===== config.mk =====
export PLATFORM = sky130hd
export DESIGN_NAME = tick_irq_ctrl
export DESIGN_NICKNAME = d
export VERILOG_FILES = /design/src/rtl/tick_irq_pkg.sv /design/src/rtl/tick_divider.sv /design/src/rtl/tap_fall_detect.sv /design/src/rtl/irq_flag_bank.sv /design/src/rtl/tick_regif.sv /design/src/rtl/tick_irq_ctrl.sv
export SDC_FILE = /design/constraint.sdc
export NUM_CORES = 1
export LEC_CHECK = 0
export BUFFER_PORTS_ARGS = -buffer_cell sky130_fd_sc_hd__buf_2
export CAP_MARGIN = 20
export CORE_MARGIN = 2
export CORE_UTILIZATION = 45
export DETAILED_ROUTE_END_ITERATION = 8
export GPL_ROUTABILITY_DRIVEN = 0
export PLACE_DENSITY = 0.72
export SLEW_MARGIN = 20
export SYNTH_ARGS = -nofsm -noshare
export SYNTH_HDL_FRONTEND = slang
export SYNTH_SLANG_ARGS = --single-unit

===== constraint.sdc =====
create_clock -name clk -period 1.2 [get_ports clk]
set_input_delay 0.06 -clock clk [delete_from_list [all_inputs] [get_ports clk]]
set_output_delay 0.06 -clock clk [all_outputs]
set_load 0.005 [all_outputs]

===== src/rtl/tick_irq_pkg.sv =====
package tick_irq_pkg;

    localparam int ADDR_W  = 8;
    localparam int DATA_W  = 4;
    localparam int CNT_W   = 8;
    localparam int NSRC    = 3;
    localparam int TAP_LO  = 2;
    localparam int TAP_GAP = 2;

    localparam logic [ADDR_W-1:0] ADR_MASK = 8'hEB;
    localparam logic [ADDR_W-1:0] ADR_FLAG = 8'hEF;
    localparam logic [ADDR_W-1:0] ADR_CTRL = 8'hF9;
    localparam int                CTRL_RESTART_BIT = 2;

    typedef enum logic [1:0] {
        SEL_NONE = 2'd0,
        SEL_MASK = 2'd1,
        SEL_FLAG = 2'd2,
        SEL_CTRL = 2'd3
    } reg_sel_e;

    function automatic int tap_bit(input int idx);
        return TAP_LO + TAP_GAP * idx;
    endfunction

endpackage


===== src/rtl/tick_divider.sv =====
module tick_divider #(
    parameter int CNT_W = tick_irq_pkg::CNT_W
) (
    input  logic             clk,
    input  logic             rst_n,
    input  logic             tick_stb,
    input  logic             restart,
    output logic [CNT_W-1:0] count
);
    logic [CNT_W-1:0] count_q;
    logic [CNT_W-1:0] count_d;

    always_comb begin
        count_d = count_q;
        if (restart) begin
            count_d = '0;
        end else if (tick_stb) begin
            count_d = count_q + 1'b1;
        end
    end

    always_ff @(posedge clk or negedge rst_n) begin
        if (!rst_n) begin
            count_q <= '0;
        end else begin
            count_q <= count_d;
        end
    end

    assign count = count_q;
endmodule


===== src/rtl/tap_fall_detect.sv =====
module tap_fall_detect #(
    parameter int CNT_W = tick_irq_pkg::CNT_W,
    parameter int NSRC  = tick_irq_pkg::NSRC
) (
    input  logic             clk,
    input  logic             rst_n,
    input  logic [CNT_W-1:0] count,
    input  logic             restart,
    output logic [NSRC-1:0]  fall
);
    logic [NSRC-1:0] tap_now;
    logic [NSRC-1:0] tap_prev;

    for (genvar i = 0; i < NSRC; i++) begin : g_tap
        localparam int BITPOS = tick_irq_pkg::tap_bit(i);
        assign tap_now[i] = count[BITPOS];
        assign fall[i]    = tap_prev[i] & ~tap_now[i];
    end

    always_ff @(posedge clk or negedge rst_n) begin
        if (!rst_n) begin
            tap_prev <= '0;
        end else if (restart) begin
            tap_prev <= '0;
        end else begin
            tap_prev <= tap_now;
        end
    end
endmodule


===== src/rtl/irq_flag_bank.sv =====
module irq_flag_bank #(
    parameter int NSRC = tick_irq_pkg::NSRC
) (
    input  logic            clk,
    input  logic            rst_n,
    input  logic [NSRC-1:0] fall,
    input  logic            flag_rd,
    input  logic            mask_we,
    input  logic [NSRC-1:0] mask_wdata,
    output logic [NSRC-1:0] flags,
    output logic [NSRC-1:0] mask,
    output logic            irq
);
    logic [NSRC-1:0] flag_q;
    logic [NSRC-1:0] mask_q;
    logic [NSRC-1:0] pend;

    for (genvar i = 0; i < NSRC; i++) begin : g_src
        always_ff @(posedge clk or negedge rst_n) begin
            if (!rst_n) begin
                flag_q[i] <= 1'b0;
            end else if (fall[i]) begin
                flag_q[i] <= 1'b1;
            end else if (flag_rd) begin
                flag_q[i] <= 1'b0;
            end
        end

        always_ff @(posedge clk or negedge rst_n) begin
            if (!rst_n) begin
                mask_q[i] <= 1'b0;
            end else if (mask_we) begin
                mask_q[i] <= mask_wdata[i];
            end
        end

        assign pend[i] = flag_q[i] & mask_q[i];
    end

    assign flags = flag_q;
    assign mask  = mask_q;
    assign irq   = |pend;
endmodule


===== src/rtl/tick_regif.sv =====
module tick_regif
    import tick_irq_pkg::*;
#(
    parameter int NSRC = tick_irq_pkg::NSRC
) (
    input  logic [ADDR_W-1:0] bus_addr,
    input  logic [DATA_W-1:0] bus_wdata,
    input  logic              bus_wr,
    input  logic              bus_rd,
    input  logic [NSRC-1:0]   flags,
    input  logic [NSRC-1:0]   mask,
    output logic              restart,
    output logic              mask_we,
    output logic              flag_rd,
    output logic [DATA_W-1:0] bus_rdata
);
    reg_sel_e sel;

    always_comb begin
        unique case (bus_addr)
            ADR_MASK: sel = SEL_MASK;
            ADR_FLAG: sel = SEL_FLAG;
            ADR_CTRL: sel = SEL_CTRL;
            default:  sel = SEL_NONE;
        endcase
    end

    always_comb begin
        restart   = 1'b0;
        mask_we   = 1'b0;
        flag_rd   = 1'b0;
        bus_rdata = '0;
        unique case (sel)
            SEL_MASK: begin
                mask_we = bus_wr;
                if (bus_rd) bus_rdata[NSRC-1:0] = mask;
            end
            SEL_FLAG: begin
                flag_rd = bus_rd;
                if (bus_rd) bus_rdata[NSRC-1:0] = flags;
            end
            SEL_CTRL: begin
                restart = bus_wr & bus_wdata[CTRL_RESTART_BIT];
            end
            SEL_NONE: begin
                restart = 1'b0;
            end
        endcase
    end
endmodule


===== src/rtl/tick_irq_ctrl.sv =====
module tick_irq_ctrl
    import tick_irq_pkg::*;
(
    input  logic              clk,
    input  logic              rst_n,
    input  logic              tick_stb,
    input  logic [ADDR_W-1:0] bus_addr,
    input  logic [DATA_W-1:0] bus_wdata,
    input  logic              bus_wr,
    input  logic              bus_rd,
    output logic [DATA_W-1:0] bus_rdata,
    output logic              irq
);
    logic [CNT_W-1:0] count;
    logic [NSRC-1:0]  fall;
    logic [NSRC-1:0]  flags;
    logic [NSRC-1:0]  mask;
    logic             restart;
    logic             mask_we;
    logic             flag_rd;

    tick_divider #(.CNT_W(CNT_W)) u_div (
        .clk      (clk),
        .rst_n    (rst_n),
        .tick_stb (tick_stb),
        .restart  (restart),
        .count    (count)
    );

    tap_fall_detect #(.CNT_W(CNT_W), .NSRC(NSRC)) u_edge (
        .clk     (clk),
        .rst_n   (rst_n),
        .count   (count),
        .restart (restart),
        .fall    (fall)
    );

    irq_flag_bank #(.NSRC(NSRC)) u_bank (
        .clk        (clk),
        .rst_n      (rst_n),
        .fall       (fall),
        .flag_rd    (flag_rd),
        .mask_we    (mask_we),
        .mask_wdata (bus_wdata[NSRC-1:0]),
        .flags      (flags),
        .mask       (mask),
        .irq        (irq)
    );

    tick_regif #(.NSRC(NSRC)) u_regs (
        .bus_addr  (bus_addr),
        .bus_wdata (bus_wdata),
        .bus_wr    (bus_wr),
        .bus_rd    (bus_rd),
        .flags     (flags),
        .mask      (mask),
        .restart   (restart),
        .mask_we   (mask_we),
        .flag_rd   (flag_rd),
        .bus_rdata (bus_rdata)
    );
endmodule


==> flow_summary.ini, run 1 <==
[power_and_ir_drop]
p_per_area_nw_per_um2 = 1510
irDropWorstVdd_uv = 1110
p_leak_nw = 0.542

[layout]
area_delta_synth_final_pct = 34.6
fin_cells = 137
antenna_cells = 0
postLayoutCoreUtil = 0.649
drive_gt1_frac = 0.429
final_area_um2 = 1130
nets = 135

[timing]
finalSetupViolCount = 4
finClkSkew_ns = 0.00393
rsz0062_at_grt = yes
drv_slew = 0
fin_crit_ns = 1.42
finalCritPeriodShare = 1.18
timing.final.ws_setup_ns = -0.220
max_freq_mhz = 704
tns_ns = -0.765
final_hold_viol_count = 0

[die]
die_w_um = 47.3
dieArea_um2 = 2230
rows = 15
io-pin-count = 22
die_h_um = 47.3
core_um2 = 1750
initial_core_util = 0.482

[clocking]
cts_sinks = 16
htreeDepth = 1
clk_latency_ns = 0.29
clk_path_buf_depth = 2
root_buffer = clkbuf_4
path_clk_slew_ns = 0.09
cts_tree = done
numCtsBuffers = 3

[global_routing]
grt.met1_usage = 0.181
use_met3 = 0.0577
grt_start_max_net_pins = 17
first_global_vias = 615
grt_busiest_layer = met2
overflow = 0
antenna_found_initial = 0
grt_pass1_wl_um = 2480
grt_usage = 0.161
use_met2 = 0.284

[setup_path]
startpoint = bus_addr[0]
path_cells = buf_6 > and3_4 > nand3_4 > or3_1 > ha_1 > nand2b_4 > nor2_2 > buf_2
cp_top_family = simple AND/OR/NAND/NOR gates
slowest_stage = or3_1
required_ns = 1.14
rrSetupSlack_ns = 0.07
r2r_end = u_div.count[5]$_DFFE_PN0P_
path_depth = 8
critPathBufInv = 2
cp-start-kind = input port
worstPathArrival_ns = 1.36
crit_fanout = 3
path_class = input port to primary output
r2r_cells = 3
slowest_delay_ns = 0.35
critPathCaptureType = primary output
endpoint = bus_rdata[2]
r2r-start = u_div.count[3]$_DFFE_PN0P_

[yosys]
synth_area_um2 = 842
synth.area.top_cells = dfrtp_1 (48%), ha_1 (7.4%), mux2_2 (4.0%)
netlist_instances = 84
synth_top_cell_area_share = 0.475
ys_ff_latch = 16
yosysWarnings = 0
ys_types = 28
synth_largest_area_cell = dfrtp_1
seq_area_frac_synth = 0.475
avgSynthCellArea_um2 = 10.0
synthesis.nets = 106

[status]
status = finished, violations left
violations = negative setup slack

[flow_run]
max_cap_viol_count = 0

[routing]
drtIter0Drc = 9
antenna_left = 0
drcViolationCount = 0
routed_wl_um = 1600
drtPass1Iterations = 4
via_count = 711
via_per_inst = 5.19
wl_per_cell_um = 11.7

[placement]
place_inst = 131
place_ws_ns = -0.331
dp.final_hpwl_um = 1270
dpl_cell_area_um2 = 1020
place.port_buffers = 19

[worst_hold_path]
hold_class = input port to flip-flop
## synthesized netlist by cell type
| library cell | count |
|---|---|
| and3_1 | 2 |
| mux2i_1 | 1 |
| inv_1 | 4 |
| a22oi_1 | 3 |
| nand4_1 | 2 |
| o21ai_0 | 5 |
| a21oi_1 | 3 |
| clkbuf_1 | 1 |
| nor3_1 | 1 |
| nand2_1 | 8 |
| or3b_1 | 1 |
| ha_1 | 5 |
| buf_4 | 2 |
| and2_2 | 1 |
| mux2_2 | 3 |
| a21o_1 | 1 |
| nand3_1 | 2 |
| nand2b_1 | 1 |
| xor2_1 | 3 |
| xnor2_1 | 2 |
| dfrtp_1 | 16 |
| nand3b_1 | 1 |
| and2_1 | 2 |
| conb_1 | 1 |
| nand4_2 | 1 |
| a222oi_1 | 1 |
| or3_1 | 3 |
| nor2_1 | 8 |
## per-layer routing
layer,vias to the layer above,wire length [um]
met5,-,0
met4,0,10
met3,2,85
met2,19,836
met1,346,665
li1,344,-
## stage by stage
stage	power (mW)	hold WS [ns]
2_1_floorplan	1.13	-0.236
3_3_place_gp	1.31	-0.0172
3_5_place_dp	1.34	-0.0139
4_1_cts	1.72	0.0162
5_1_grt	1.84	0.00000269
6_report	1.71	0.0188
## flip-flops by register name (all words and copies together) (netlist names)
signal,count
u_div.count,7
u_edge.tap_prev,3
u_bank.mask,3
u_bank.flags,3
## worst min-delay path by stage
stage | from | to | cells after the start | slack (ns)
finish | bus_wdata[1] | u_bank.mask[1]$_DFFE_PN0P_ | 2 | 0.02
global route | bus_wdata[1] | u_bank.mask[1]$_DFFE_PN0P_ | 2 | 0.000003
CTS | bus_wdata[1] | u_bank.mask[1]$_DFFE_PN0P_ | 2 | 0.02
detailed placement | rst_n | u_bank.mask[2]$_DFFE_PN0P_ | 1 | -0.01
global placement | rst_n | u_bank.mask[1]$_DFFE_PN0P_ | 1 | -0.02
floorplan | rst_n | u_bank.flags[0]$_DFFE_PN0P_ | 0 | -0.24
## power by group
group	switching, mW	internal, mW	total (mW)
clock	0.169	0.185	0.353
combinational	0.236	0.277	0.512
sequential	0.128	0.717	0.845
total	0.532	1.18	1.71
## cells in the final DEF, fill, tap and decap left out, types with 2 or more instances in the layout
master | synthesis | routed
ha_1 | 5 | 3
nor2_1 | 8 | 5
inv_1 | 4 | 4
mux2_2 | 3 | 2
buf_2 | 0 | 16
or3_1 | 3 | 3
a22oi_1 | 3 | 3
dlygate4sd3_1 | 0 | 2
clkbuf_4 | 0 | 3
nand2_1 | 8 | 6
xor2_1 | 3 | 3
xnor2_1 | 2 | 2
a21oi_1 | 3 | 2
nor2_2 | 0 | 3
buf_6 | 0 | 3
nand4_1 | 2 | 2
dfrtp_1 | 16 | 16
ha_2 | 0 | 2
and2_1 | 2 | 2
buf_4 | 2 | 6
o21ai_0 | 5 | 5
## logic make-up after synthesis
kind of cell | Yosys count | synth area share
flops | 16 | 0.475
compound gates | 13 | 0.0951
other cells | 1 | 0.00445
mux | 4 | 0.0520
simple gates | 33 | 0.207
fa+ha+maj | 5 | 0.0743
buf+inv | 7 | 0.0401
xor+xnor | 5 | 0.0520
## repair_timing
item | in CTS | in global routing
gates cloned | 0 | 0
hold buffers | 2 | 0
setup buffers | 0 | 0
pin swaps | 1 | 3
endpoints found under the hold margin | 17 | 0
setup endpoints to repair | 9 | 11
resized for setup | 7 | 5
## final cells by class
type / count / area, um^2
multi-input cells: 61 / 472
repair buffers: 27 / 179
fillers: 138 / 612
inverters: 4 / 15.0
clock buffers: 4 / 36.3
flip-flops and latches: 16 / 400
well taps: 25 / 31.3
(Power assumes the default switching activity.)
==> run 2: changes to the inputs <==
--- a/config.mk
+++ b/config.mk
@@ -11,6 +11,7 @@
 export CORE_UTILIZATION = 45
 export DETAILED_ROUTE_END_ITERATION = 8
 export GPL_ROUTABILITY_DRIVEN = 0
+export GPL_TIMING_DRIVEN = 0
 export PLACE_DENSITY = 0.72
 export SLEW_MARGIN = 20
 export SYNTH_ARGS = -nofsm -noshare
==> flow_summary.ini, run 2 (synthesized netlist as in run 1, its figures left out) <==
[status]
status = finished, violations left
violations = negative setup slack

[setup_path]
worstPathArrival_ns = 1.35
critPathCaptureType = primary output
required_ns = 1.14
cp-start-kind = input port
path_class = input port to primary output
crit_fanout = 4

[layout]
n_fill_cell = 134
final_cell_mix = dfrtp_1 (16), buf_2 (13), nand2_1 (7)
drive_gt1_frac = 0.482
area_delta_synth_final_pct = 47.3
largest_register_ff_count = 7
nets = 137
final_common_cell = dfrtp_1
antenna_cells = 0
postLayoutCoreUtil = 0.710

[global_routing]
antenna_found_initial = 0
first_global_vias = 690
grt_pass1_wl_um = 2850
grt_start_max_net_pins = 17
grt_usage = 0.185
overflow = 0

[die]
die_w_um = 47.3
die_h_um = 47.3
core_um2 = 1750
rows = 15
initial_core_util = 0.482
io-pin-count = 22
dieArea_um2 = 2230

[timing]
timing.final.ws_setup_ns = -0.215
max_freq_mhz = 707
finClkSkew_ns = 0.00208
drv_slew = 0
rsz0062_at_grt = yes
final_hold_viol_count = 0
finalCritPeriodShare = 1.18
finalSetupViolCount = 17
fin_crit_ns = 1.41

[placement]
place_ws_ns = -0.361
place.port_buffers = 18
dp.final_hpwl_um = 1190

[clocking]
cts_tree = done
htreeDepth = 1
clk_latency_ns = 0.28
path_clk_slew_ns = 0.09
cts_sinks = 16
clk_path_buf_depth = 2
root_buffer = clkbuf_4
numCtsBuffers = 3

[routing]
via_count = 714
routed_wl_um = 1970
drtPass1Iterations = 4
drcViolationCount = 0
antenna_left = 0
via_per_inst = 5.14
drtIter0Drc = 10
wl_per_cell_um = 14.1

[flow_run]
max_cap_viol_count = 0

[worst_hold_path]
hold_class = input port to flip-flop

[power_and_ir_drop]
p_per_area_nw_per_um2 = 1340
p_leak_nw = 0.574
irDropWorstVdd_uv = 1470
==> run 2: repair_timing <==
action                                  in CTS  in global routing
hold endpoints to repair                    17                  1
pin swaps                                   12                  2
hold buffers                                 2                  1
buffers inserted                             5                  1
endpoints found under the setup margin      11                 17
resized for setup                           25                  6
==> run 2: final cells by class <==
class                           count  area [um^2]  share of cell area
Buffer                              2         15.0              0.0121
Tap cell                           25         31.3              0.0252
Clock buffer                        4         36.3              0.0293
Sequential cell                    16          400               0.323
Inverter                            4         15.0              0.0121
Multi-Input combinational cell     61          534               0.431
Timing Repair Buffer               27          208               0.168
==> run 2: report_power, final <==
group          switching, mW  internal, mW  total, mW  leakage [nW]
combinational          0.201         0.229      0.430         0.361
clock                  0.164         0.185      0.349        0.0210
sequential             0.163         0.717      0.880         0.192
==> run 2: worst max-delay path: stages <==
cell and delay [ns]:
buf_8 0.10, or3b_4 0.42, a21o_1 0.21, ha_2 0.20
a22oi_2 0.19, nor2_2 0.04, buf_2 0.12
==> run 2: final timing paths <==
path                                              start                          end  cells past startpoint  slack (ns)
setup / recovery                            bus_addr[2]                 bus_rdata[2]                      7       -0.21
hold / removal                             bus_wdata[2]   u_bank.mask[2]$_DFFE_PN0P_                      2        0.06
setup reg to reg             u_div.count[0]$_DFFE_PN0P_   u_div.count[6]$_DFFE_PN0P_                      4           0
hold reg to reg            u_edge.tap_prev[1]$_DFF_PN0_  u_bank.flags[1]$_DFFE_PN0P_                      2        0.50
max in group asynchronous                         rst_n   u_div.count[2]$_DFFE_PN0P_                      2        0.73
min in group asynchronous                         rst_n   u_bank.mask[0]$_DFFE_PN0P_                      2        0.20
==> run 2: layer usage <==
layer	up-vias	global-route usage	wire [um]
li1	347	-	-
met1	351	0.212	806
met2	16	0.338	1100
met3	0	0.0692	64
met4	0	0.0167	0
met5	-	0	0
==> run 2: per-stage QoR <==
step / cell area [um^2] / total power, mW / std cells / setup TNS [ns] / hold WS (ns)
2_1_floorplan: 873 / 1.13 / 84 / -0.886 / -0.236
3_3_place_gp: 995 / 1.23 / 127 / -4.93 / -0.0167
3_5_place_dp: 995 / 1.27 / 127 / -5.79 / -0.0114
4_1_cts: 1210 / 1.66 / 138 / -1.33 / 0.00536
5_1_grt: 1240 / 1.79 / 139 / -3.07 / 0.0525
6_report: 1240 / 1.66 / 139 / -2.61 / 0.0613
